### src/rtl/sci_tx_pkg.sv
// Package: shared parity-mode encoding for the serial frame transmitter.
// Assumes codes outside the listed set mean "no parity bit".
package sci_tx_pkg;
    typedef enum logic [2:0] {
        PAR_NONE  = 3'd0,
        PAR_MARK  = 3'd1,
        PAR_SPACE = 3'd2,
        PAR_EVEN  = 3'd3,
        PAR_ODD   = 3'd4
    } par_mode_e;
endpackage

### src/rtl/sci_tx_baud.sv
// Module: bit-time counter. Pulses tick on the last cycle of every bit
// while run is high. Assumes div >= 1 (the caller maps 0 to 1) and div
// held stable while run is high.
module sci_tx_baud #(
    parameter int DIV_W = 13
) (
    input  logic             clk,
    input  logic             rst_n,
    input  logic             clear,
    input  logic             run,
    input  logic [DIV_W-1:0] div,
    output logic             tick
);
    logic [DIV_W-1:0] cnt;

    // Tick when the count reaches the last cycle of a bit.
    assign tick = run && (cnt == div - 1'b1);

    // Advance the count within a bit, restart at bit boundaries.
    always_ff @(posedge clk) begin
        if (!rst_n) begin
            cnt <= '0;
        end else if (clear || !run || tick) begin
            cnt <= '0;
        end else begin
            cnt <= cnt + 1'b1;
        end
    end
endmodule

### src/rtl/sci_tx_framer.sv
// Module: builds the whole frame (start, data LSB first, parity, stop) as a
// bit vector with bit 0 sent first, and its length in bits. Positions past
// the frame are filled with ones. An idle request gives all ones.
// Assumes DW >= 2: the short word length is DW-1.
module sci_tx_framer
    import sci_tx_pkg::*;
#(
    parameter int DW = 9,
    localparam int FW = DW + 3,
    localparam int LW = $clog2(FW + 1)
) (
    input  logic          nine,
    input  logic [2:0]    par_mode,
    input  logic          idle,
    input  logic [DW-1:0] data,
    output logic [FW-1:0] frame,
    output logic [LW-1:0] len
);
    int            nbits;
    logic          par_en;
    logic          par_bit;
    logic [DW-1:0] used;

    // Decide the word length, the data bits in use and the parity bit.
    always_comb begin
        nbits   = nine ? DW : DW - 1;
        used    = nine ? data : {1'b0, data[DW-2:0]};
        par_en  = 1'b1;
        par_bit = 1'b1;
        case (par_mode)
            PAR_MARK:  par_bit = 1'b1;
            PAR_SPACE: par_bit = 1'b0;
            PAR_EVEN:  par_bit = ^used;
            PAR_ODD:   par_bit = ~(^used);
            default:   par_en  = 1'b0;
        endcase
    end

    // Lay the bits out in send order.
    always_comb begin
        frame = '1;
        if (!idle) begin
            frame[0] = 1'b0;
            for (int i = 0; i < DW; i++) begin
                if (i < nbits) frame[i+1] = data[i];
            end
            for (int i = DW; i < FW; i++) begin
                if (par_en && i == nbits + 1) frame[i] = par_bit;
            end
        end
        len = LW'(nbits + 2 + (par_en ? 1 : 0));
    end
endmodule

### src/rtl/sci_frame_tx.sv
// Module: top of the serial frame transmitter. Accepts one word or idle
// request per frame on a valid/ready handshake and shifts the prepared
// frame out at one bit per D cycles. Assumes configuration other than the
// divisor is stable from acceptance to the end of the frame.
module sci_frame_tx #(
    parameter int DW    = 9,
    parameter int DIV_W = 13,
    localparam int FW = DW + 3,
    localparam int LW = $clog2(FW + 1)
) (
    input  logic             clk,
    input  logic             rst_n,
    input  logic             cfg_nine,
    input  logic [2:0]       cfg_par,
    input  logic [DIV_W-1:0] cfg_div,
    input  logic             cfg_single,
    input  logic             in_valid,
    input  logic             in_idle,
    input  logic [DW-1:0]    in_data,
    output logic             in_ready,
    output logic             busy,
    output logic             txd_o,
    output logic             txd_oe
);
    logic [FW-1:0]    frame;
    logic [LW-1:0]    len;
    logic [FW-1:0]    shreg;
    logic [LW-1:0]    left;
    logic [DIV_W-1:0] div_q;
    logic             tick;
    logic             accept;

    assign in_ready = !busy;
    assign accept   = in_valid && !busy;

    sci_tx_framer #(.DW(DW)) u_framer (
        .nine     (cfg_nine),
        .par_mode (cfg_par),
        .idle     (in_idle),
        .data     (in_data),
        .frame    (frame),
        .len      (len)
    );

    sci_tx_baud #(.DIV_W(DIV_W)) u_baud (
        .clk   (clk),
        .rst_n (rst_n),
        .clear (accept),
        .run   (busy),
        .div   (div_q),
        .tick  (tick)
    );

    // Load a frame on acceptance, then shift one bit per bit time.
    always_ff @(posedge clk) begin
        if (!rst_n) begin
            busy  <= 1'b0;
            shreg <= '1;
            left  <= '0;
            div_q <= DIV_W'(1);
        end else if (accept) begin
            busy  <= 1'b1;
            shreg <= frame;
            left  <= len;
            div_q <= (cfg_div == '0) ? DIV_W'(1) : cfg_div;
        end else if (busy && tick) begin
            shreg <= {1'b1, shreg[FW-1:1]};
            left  <= left - 1'b1;
            if (left == LW'(1)) busy <= 1'b0;
        end
    end

    // Line rests high between frames; the pin is released there in single-wire mode.
    assign txd_o  = busy ? shreg[0] : 1'b1;
    assign txd_oe = cfg_single ? busy : 1'b1;
endmodule

### config.mk
export PLATFORM = sky130hd
export DESIGN_NAME = sci_frame_tx
export DESIGN_NICKNAME = d
export VERILOG_FILES = /design/src/rtl/sci_tx_pkg.sv /design/src/rtl/sci_tx_baud.sv /design/src/rtl/sci_tx_framer.sv /design/src/rtl/sci_frame_tx.sv
export SDC_FILE = /design/constraint.sdc
export NUM_CORES = 1
export LEC_CHECK = 0
export ABC_CLOCK_PERIOD_IN_PS = 5500
export BUFFER_PORTS_ARGS = -buffer_cell sky130_fd_sc_hd__buf_2
export CAP_MARGIN = 20
export CORE_MARGIN = 4
export CORE_UTILIZATION = 51
export DETAILED_ROUTE_END_ITERATION = 8
export HOLD_SLACK_MARGIN = 0.08
export PLACE_DENSITY = 0.69
export SYNTH_ARGS = -nofsm -noshare
export SYNTH_HDL_FRONTEND = slang
export SYNTH_SLANG_ARGS = --single-unit
### constraint.sdc
create_clock -name clk -period 5.5 [get_ports clk]
set_input_delay 1.1 -clock clk [delete_from_list [all_inputs] [get_ports clk]]
set_output_delay 1.1 -clock clk [all_outputs]
set_load 0.03 [all_outputs]
==> summary.txt <==
Status
  – Outcome: complete, no violations

Global route
  – Total GRT Usage: 19.1%
  – Vias in the first global route: 2066
  – Pin count of the biggest net entering global routing: 30
  – Initial antenna violation count: 0
  – First-pass GRT wire length: 9340 um
  – Grt total ovfl: 0

Timing
  – Setup Viol. Count Final: 0
  – Min Tclk post-route: 3.24 ns
  – RSZ-0062 raised after global routing: false
  – Worst-Margin Slew: 0.901 ns
  – FMAX: 309 MHz
  – Final worst-path cycle share: 58.9%
  – Skew final: 0.00673 ns
  – Worst rel slew slack: 39.8%
  – Setup TNS: 0 ns
  – Setup WS post-layout: 2.26 ns
  – Fin. Hold Viols: 0
  – Max-slew violations: 0

Setup path
  – CP required: 5.68 ns
  – Worst Setup End Kind: register
  – Max FO, Critical Path: 15
  – Critical Path Start Type: register
  – R2R Path Start: div_q[0]
  – Worst stage delay on the critical path: 0.51 ns
  – Delay-heaviest family, CP: simple AND/OR/NAND/NOR gates
  – Worst path cell trace: inv_1, ha_1, or4b_4, or3_4, xnor2_1, nor4_1, nand4_2, and2_4, a221o_1
  – WP depth: 9
  – CP bufs+invs: 1
  – CP arrival: 3.42 ns
  – Reg-to-reg slack, setup: 2.26 ns
  – Worst Path Class, Setup: reg2reg
  – Critical path's slowest cell: or4b_4
  – Worst Reg-to-Reg Cells: 9
  – CP startpoint: div_q[0]

Logic synthesis
  – Syn Nets: 340
  – Cell taking the most area after synthesis: dfxtp_1
  – Top cell type's share of synthesized area: 34.0%
  – Yosys Warn Count: 0
  – Top-count cell post-synth: dfxtp_1
  – Ys async rst share: 0%
  – Mapped Avg Cell Area: 8.16 um2
  – Synth Flop Type: dfxtp_1
  – Cell Area, Synth: 2470 um2
  – Post-synth cell types: 47
  – Seq/Total Area, Yosys: 34.0%
  – #FFs+latches synth: 42
  – Post-synth EDFFs: 0
  – Synth area leaders: dfxtp_1, xnor2_1, nand2_1, nor2_1, a221o_1
  – Syn Inst Count: 303
  – Top post-synthesis cells by count: dfxtp_1, nand2_1, nor2_1

Placement
  – Port Buffers: 34
  – GP Congestion: 0.910
  – Placed insts: 389
  – Place WS: 2.23 ns
  – Final HPWL DP: 3990 um

Detailed routing
  – Vias/cell: 5.43
  – Routed Antenna Nets: 0
  – DRC Markers: 0
  – Drt wl/cell: 13.4 um
  – Vias: 2154
  – DRT Pass-1 Iters: 4
  – WL final: 5340 um
  – Initial detailed-routing violation count: 155

Worst hold path
  – Worst min path class: reg2reg
  – Hold Crit Start: shreg[4]
  – Worst hold stages: 1

Clocking
  – Clock sinks: 42
  – CTS tree: built
  – Post-CTS setup buffers: 0
  – Resized Gates After CTS: 0
  – Max clock buf depth: 2
  – Root buf cell: clkbuf_8
  – CTS buffer count: 5
  – H-tree depth: 2
  – Worst-skew pair later-pin latency: 0.29 ns
  – Post-CTS Hold Buffers: 0
  – Clk slew on worst S/H paths: 0.08 ns

Floorplanning
  – Die Area: 6030 um2
  – Io pins: 35
  – Die width: 77.6 um
  – Core box area: 4720 um2
  – Row cnt: 25
  – Starting density of the core: 52.3%
  – Height of the die: 77.6 um

Layout
  – Cell Count, Final, Fillers Out: 397
  – Area grow syn2layout: 11.1%
  – Share of post-route cells with drive strength above 1: 18.2%
  – Fillers: 445
  – Seq. cell area: 841 um2
  – Multi-input gate area in the final layout: 1480 um2
  – N_diodes: 0
  – NumNets Final: 366

Pwr
  – Leak: 1.09 nW
  – Worst ir drop on vdd: 0.139 mV
  – Power Dens Cells: 249 nW/um2

Job
  – MaxCap Viol Count: 0
-- worst paths after layout --
| kind | endpoint |
|---|---|
| setup reg to reg | shreg[4] |
| setup / recovery | shreg[4] |
| hold / removal | shreg[4] |
| hold reg to reg | shreg[4] |
-- cell families after synthesis --
family | after synthesis | synth area share, %
compound gates | 62 | 18.4
xor+xnor | 35 | 13.0
fa+ha+maj | 6 | 3.04
buf+inv | 35 | 6.02
flops | 42 | 34.0
mux | 1 | 0.455
simple gates | 122 | 25.2
-- where the power goes --
group,switching (mW),internal (mW)
Combinational,0.0784,0.0653
Clock,0.101,0.101
Sequential,0.0180,0.321
Total,0.198,0.488
-- layout by cell type, fill, tap and decap left out, types with 3 or more instances in the layout --
cell type   n
a21oi_1    15
clkbuf_8    6
nand4_1     4
nand3_1    10
or2_2      10
xor2_1     11
nand2_1    32
or3_1       6
a221o_1    10
o211ai_1    3
inv_1      19
o21ai_0    14
nor4_1      9
nor2b_1     3
dfxtp_1    42
ha_1        6
nor3_1      8
nand2b_1    3
nor2_1     28
xnor2_1    23
buf_2      34
-- registers in the layout, indices dropped and copies added (netlist names) --
signal / cells
busy: 1
div_q: 13
left: 4
shreg: 11
u_baud.cnt: 13
-- per-stage QoR --
stage               power [mW]  utilization (%)  area [um2]  hold WS (ns)
floorplan                0.452                -        2470         0.449
global placement         0.487             56.2        2660         0.471
detailed placement       0.488             56.2        2660         0.475
CTS                      0.689             58.2        2750         0.497
global route             0.723             58.2        2750         0.512
finish                   0.685             58.2        2750         0.495
-- worst reg2reg max path, cell delays in order, from the launching register on --
cell and delay (ns):
dfxtp_1 0.36, inv_1 0.07, ha_1 0.25, or4b_4 0.51, or3_4 0.41, xnor2_1 0.14
nor4_1 0.34, nand4_2 0.37, and2_4 0.33, a221o_1 0.35
-- per-layer routing --
layer / GRT usage [%] / share of wire (%) / up-vias
li1: - / - / 1116
met1: 26.6 / 51 / 994
met2: 29.6 / 43 / 40
met3: 3.94 / 4.1 / 4
met4: 5.34 / 0.97 / 0
met5: 0 / 0 / -
-- cell type report --
type / instances / share of cell area, %
Clock inverter: 1 / 0.182
Tap cell: 67 / 3.05
Inverter: 19 / 2.60
Clock buffer: 7 / 3.14
Sequential cell: 42 / 30.6
Timing Repair Buffer: 35 / 6.47
Multi-Input combinational cell: 226 / 54.0
(Power assumes the default switching activity.)
